===== config.mk =====
export PLATFORM = sky130hd
export DESIGN_NAME = dec_form_decoder
export DESIGN_NICKNAME = d
export VERILOG_FILES = /design/src/rtl/dec_form_decoder.sv
export SDC_FILE = /design/constraint.sdc
export NUM_CORES = 1
export LEC_CHECK = 0
export ABC_AREA = 0
export BUFFER_PORTS_ARGS = -buffer_cell sky130_fd_sc_hd__buf_2
export CAP_MARGIN = 20
export CORE_AREA = 4 4 41 43
export CTS_BUF_LIST = sky130_fd_sc_hd__clkbuf_8
export CTS_CLUSTER_SIZE = 10
export DETAILED_ROUTE_END_ITERATION = 7
export DIE_AREA = 0 0 45 47
export GPL_ROUTABILITY_DRIVEN = 0
export PLACE_DENSITY = 0.65
export SLEW_MARGIN = 20
export SYNTH_ARGS = -nofsm -noshare
export SYNTH_HDL_FRONTEND = slang
export SYNTH_SLANG_ARGS = --single-unit

===== constraint.sdc =====
create_clock -name clk -period 2.1 [get_ports clk]
set_input_delay 0 -clock clk [delete_from_list [all_inputs] [get_ports clk]]
set_output_delay 0 -clock clk [all_outputs]
set_load 0.02 [all_outputs]

===== src/rtl/dec_form_decoder.sv =====
module dec_form_decoder (
  input  logic       clk,
  input  logic       rst_n,
  input  logic       in_valid,
  input  logic       mode64,
  input  logic       lock_pfx,
  input  logic       opsz_pfx,
  input  logic       rex_present,
  input  logic       rex_w,
  input  logic       rex_b,
  input  logic [7:0] opcode,
  input  logic [7:0] modrm,
  output logic       dec_valid,
  output logic [1:0] op_size,
  output logic       is_mem,
  output logic [3:0] reg_idx,
  output logic       hi_byte,
  output logic       ud_fault
);

  localparam logic [1:0] SZ8  = 2'd0;
  localparam logic [1:0] SZ16 = 2'd1;
  localparam logic [1:0] SZ32 = 2'd2;
  localparam logic [1:0] SZ64 = 2'd3;
  localparam logic [2:0] EXT_DEC = 3'd1;

  logic rex_on, grp_hit, short_hit, reg_dst, hit, fault, byte_op, hi_sel, ok;
  logic [1:0] size_n;
  logic [3:0] idx_n;

  assign rex_on    = mode64 & rex_present;
  assign grp_hit   = (opcode[7:1] == 7'h7F) && (modrm[5:3] == EXT_DEC);
  assign short_hit = !mode64 && (opcode[7:3] == 5'b01001);
  assign reg_dst   = short_hit | (modrm[7:6] == 2'b11);
  assign hit       = in_valid & (grp_hit | short_hit);
  assign fault     = hit & lock_pfx & reg_dst;
  assign ok        = hit & ~fault;
  assign byte_op   = grp_hit & ~opcode[0];
  assign hi_sel    = byte_op & reg_dst & ~rex_on & modrm[2];

  always_comb begin
    if (byte_op)                      size_n = SZ8;
    else if (grp_hit & rex_on & rex_w) size_n = SZ64;
    else if (opsz_pfx)                size_n = SZ16;
    else                              size_n = SZ32;
  end

  always_comb begin
    if (short_hit)    idx_n = {1'b0, opcode[2:0]};
    else if (!reg_dst) idx_n = 4'd0;
    else if (hi_sel)  idx_n = {2'b00, modrm[1:0]};
    else              idx_n = {rex_on & rex_b, modrm[2:0]};
  end

  always_ff @(posedge clk) begin
    if (!rst_n) begin
      dec_valid <= 1'b0;
      op_size   <= SZ8;
      is_mem    <= 1'b0;
      reg_idx   <= 4'd0;
      hi_byte   <= 1'b0;
      ud_fault  <= 1'b0;
    end else begin
      dec_valid <= ok;
      op_size   <= ok ? size_n : SZ8;
      is_mem    <= ok & ~reg_dst;
      reg_idx   <= ok ? idx_n : 4'd0;
      hi_byte   <= ok & hi_sel;
      ud_fault  <= fault;
    end
  end

endmodule



==> tab_implementation.tex <==
\begin{tabular}{lr}
\hline
Metric & Value \\
\hline
\multicolumn{2}{l}{\textbf{CTS}} \\
Largest buffer count on any clock path & 2 \\
CTS Buf Count & 3 \\
Max H-tree Level & 1 \\
Clock tree from TritonCTS & yes \\
Buffer count from post-CTS setup fixing & 0 \\
Count of clock tree sinks & 10 \\
CTS root buf & sky130\_fd\_sc\_hd\_\_clkbuf\_8 \\
Post-cts resize count & 0 \\
Clock input transition at the sequential cells of the worst setup and hold paths & about 0.040 ns \\
Hold buffer count at CTS & 3 \\
\multicolumn{2}{l}{\textbf{STA}} \\
Total of endpoints with negative setup slack in the final report & 0 \\
Worst Hold Margin & approximately 0.038 ns \\
Fmax & a little under 0.8 GHz \\
Tmin final & $\sim$1.3 ns \\
Worst rel slew slack & about 74\% \\
Final Hold Vio Count & 0 \\
Worst-margin pin slew & just under 0.4 ns \\
Unrepaired setup endpoints after global routing & false \\
Final setup margin & $\sim$0.82 ns \\
Total Neg Setup Slack & 0 ns \\
Tcrit/Tclk final & 61.09\% \\
Final Max Tran Viols & 0 \\
\multicolumn{2}{l}{\textbf{GRT}} \\
Pin count of the biggest net entering global routing & 7 \\
Gr ovfl total & 0 \\
Global-route wire length before repair & between 1500 and 2000 um \\
Number of antenna violations at the first check in global routing & 0 \\
Number of global-route vias before repair & approximately 470 \\
All-layer global routing usage & between 10 and 15\% \\
\multicolumn{2}{l}{\textbf{Placement}} \\
Post-placement cell area & about 600 um\^{}2 \\
Post-DP HPWL & about 980 um \\
Placement-stage worst setup slack & between 0.5 and 0.6 ns \\
\# port buffers & 34 \\
DP Cell Count & between 90 and 100 \\
\multicolumn{2}{l}{\textbf{Synthesis}} \\
Seq/Total Area, Yosys & a little under half \\
Top flip-flop cell by instance count after synthesis & sky130\_fd\_sc\_hd\_\_dfxtp\_1 \\
Cell type contributing the most total cell area after synthesis & sky130\_fd\_sc\_hd\_\_dfxtp\_1 \\
Ys async rst share & 0\% \\
Average instance area after synthesis & about 8.6 um\^{}2 \\
Count leader, synth & sky130\_fd\_sc\_hd\_\_dfxtp\_1 \\
Cell area after synthesis & about 430 um\^{}2 \\
Post-synth top area share & 46.78\% \\
Leading post-synthesis cells by instance count & sky130\_fd\_sc\_hd\_\_dfxtp\_1, sky130\_fd\_sc\_hd\_\_nand2\_1, sky130\_fd\_sc\_hd\_\_nand4\_1 \\
Syn\_nets & between 70 and 80 \\
Number of warnings printed during yosys synthesis & 0 \\
Distinct cell type count after synthesis & 18 \\
Number of register bits inferred by synthesis & 10 \\
Gate count of the mapped netlist & 50 \\
Number of flops mapped to enable cells by yosys & 0 \\
Main area contributors after synthesis & sky130\_fd\_sc\_hd\_\_dfxtp\_1, sky130\_fd\_sc\_hd\_\_nand4\_1, sky130\_fd\_sc\_hd\_\_nand2\_1, sky130\_fd\_sc\_hd\_\_nor4\_1, sky130\_fd\_sc\_hd\_\_a21oi\_1 \\
\multicolumn{2}{l}{\textbf{Floorplan}} \\
Die boundary height & around 47 um \\
Chip Width & approximately 45 um \\
Placement Rows & 13 \\
Total core area & $\sim$0.0013 mm\^{}2 \\
Initial Util & around 33\% \\
DIE AREA & 0.002115 mm\^{}2 \\
Num ports & 35 \\
\multicolumn{2}{l}{\textbf{Route}} \\
Routed via count divided by cell count & approximately 4.8 \\
Number of routed nets with antenna violations & 0 \\
Routed wire length per instance & $\sim$11 um \\
Post-route DRC & 0 \\
Drt total wl & roughly 1200 um \\
Vias & between 500 and 600 \\
First-pass DRT Iterations & 4 \\
Iteration-0 DRC count of the detailed router & 12 \\
\multicolumn{2}{l}{\textbf{Layout}} \\
Layout overhead on the synthesized area & 60.82\% \\
Fraction of layout cells with a size suffix above 1 & a little under half \\
Number of non-filler instances in the completed layout & between 100 and 150 \\
Number of nets in the finished design & 117 \\
Post-layout instance area & around 700 um\^{}2 \\
Total inserted antenna cells & 0 \\
Number of filler instances in the final layout & $\sim$130 \\
Final core area utilization & about 53\% \\
\multicolumn{2}{l}{\textbf{Status}} \\
Run status & completed \\
\multicolumn{2}{l}{\textbf{Job}} \\
Max-cap violations & 0 \\
\multicolumn{2}{l}{\textbf{Setup path}} \\
Worst Path Arrival & roughly 1.4 ns \\
CP Capture Type & flip-flop \\
Category of the worst setup path launch point & input port \\
Worst endpoint required time & around 2.2 ns \\
Worst Path Class, Setup & input port to flip-flop \\
Maximum net fanout on the critical path & 6 \\
\multicolumn{2}{l}{\textbf{Hold path}} \\
Class of the most critical hold timing path & input port to flip-flop \\
Endpoint of the worst hold-timing path & reg\_idx[1] \\
Hold path startpoint & opcode[1] \\
Cell depth of the worst hold path & 3 \\
\multicolumn{2}{l}{\textbf{Pwr}} \\
Leak pwr & 0.3197 nW \\
Max IR drop VDD & between 0.2 and 0.25 mV \\
Power density relative to cell area & around 600 mW/mm\^{}2 \\
Tot Pwr & between 400 and 500 uW \\
\hline
\end{tabular}
-- cell usage in the layout (no fill, tap or decap) --
master	n
sky130_fd_sc_hd__clkbuf_8	3
sky130_fd_sc_hd__a211oi_1	2
sky130_fd_sc_hd__nand2_1	8
sky130_fd_sc_hd__a21o_2	1
sky130_fd_sc_hd__nand4bb_1	1
sky130_fd_sc_hd__nand3_1	2
sky130_fd_sc_hd__buf_2	34
sky130_fd_sc_hd__a21oi_1	3
sky130_fd_sc_hd__and2_1	2
sky130_fd_sc_hd__nand4_1	5
sky130_fd_sc_hd__or2_2	1
sky130_fd_sc_hd__o21ai_0	1
sky130_fd_sc_hd__nor2_1	4
sky130_fd_sc_hd__a221o_2	1
sky130_fd_sc_hd__a211o_1	1
sky130_fd_sc_hd__nor3_1	2
sky130_fd_sc_hd__inv_1	2
sky130_fd_sc_hd__dlygate4sd3_1	3
sky130_fd_sc_hd__nor4_1	3
sky130_fd_sc_hd__or4_4	1
sky130_fd_sc_hd__dfxtp_1	10
-- how the worst max path moves through the flow --
| stage | from | to | slack, ns | cells past startpoint |
|---|---|---|---|---|
| 3_3_place_gp | opcode[7] | op_size[0] | 0.63 | 5 |
| 4_1_cts | opcode[7] | op_size[1] | 0.82 | 5 |
| 5_1_grt | opcode[7] | op_size[1] | 0.75 | 5 |
| 6_report | opcode[7] | op_size[0] | 0.82 | 5 |
| 3_5_place_dp | opcode[7] | op_size[1] | 0.59 | 5 |
| 2_1_floorplan | opcode[7] | op_size[0] | 0.82 | 4 |
-- worst max-delay path, stage by stage --
cell and delay (ns):
sky130_fd_sc_hd__buf_2 0.11, sky130_fd_sc_hd__or4_4 0.55, sky130_fd_sc_hd__o21ai_0 0.36, sky130_fd_sc_hd__a221o_2 0.30, sky130_fd_sc_hd__a211oi_1 0.06
-- final cells by class --
cell class                      instances  area, um^2  share of cell area (%)
Inverter                                2       7.507                   1.091
Timing Repair Buffer                   37       200.2                   29.09
Tap cell                               15       18.77                   2.727
Sequential cell                        10       200.2                   29.09
Clock buffer                            3       41.29                   6.000
Multi-Input combinational cell         38       220.2                   32.00
-- where the power goes --
part / switching, mW / leakage (nW) / internal, mW / total [mW]
clock network: 0.0589 / 0.0216 / 0.124 / 0.183
logic: 0.0215 / 0.218 / 0.0259 / 0.0474
registers: 0.0000432 / 0.0805 / 0.191 / 0.191
total: 0.0804 / 0.320 / 0.341 / 0.421
-- per-layer routing --
metal / global-route usage [%] / vias up / part of all wire, %
li1: - / 266 / -
met5: 0 / - / 0
met1: 13.07 / 210 / 43
met3: 2.299 / 0 / 12
met2: 18.36 / 26 / 45
met4: 8.772 / 0 / 0
-- registers in the layout, summed over array words and instances, names as in the netlist --
register and flops:
ud_fault 1, is_mem 1, reg_idx 4, dec_valid 1
op_size 2, hi_byte 1
-- logic make-up after synthesis --
logic type / count (synthesis) / synth area share (%)
and+or+nand+nor: 29 / 36.55
buffers and inverters: 2 / 1.755
AOI/OAI and AO/OA: 9 / 14.91
DFF: 10 / 46.78
Power figures use the tool's default switching activity.
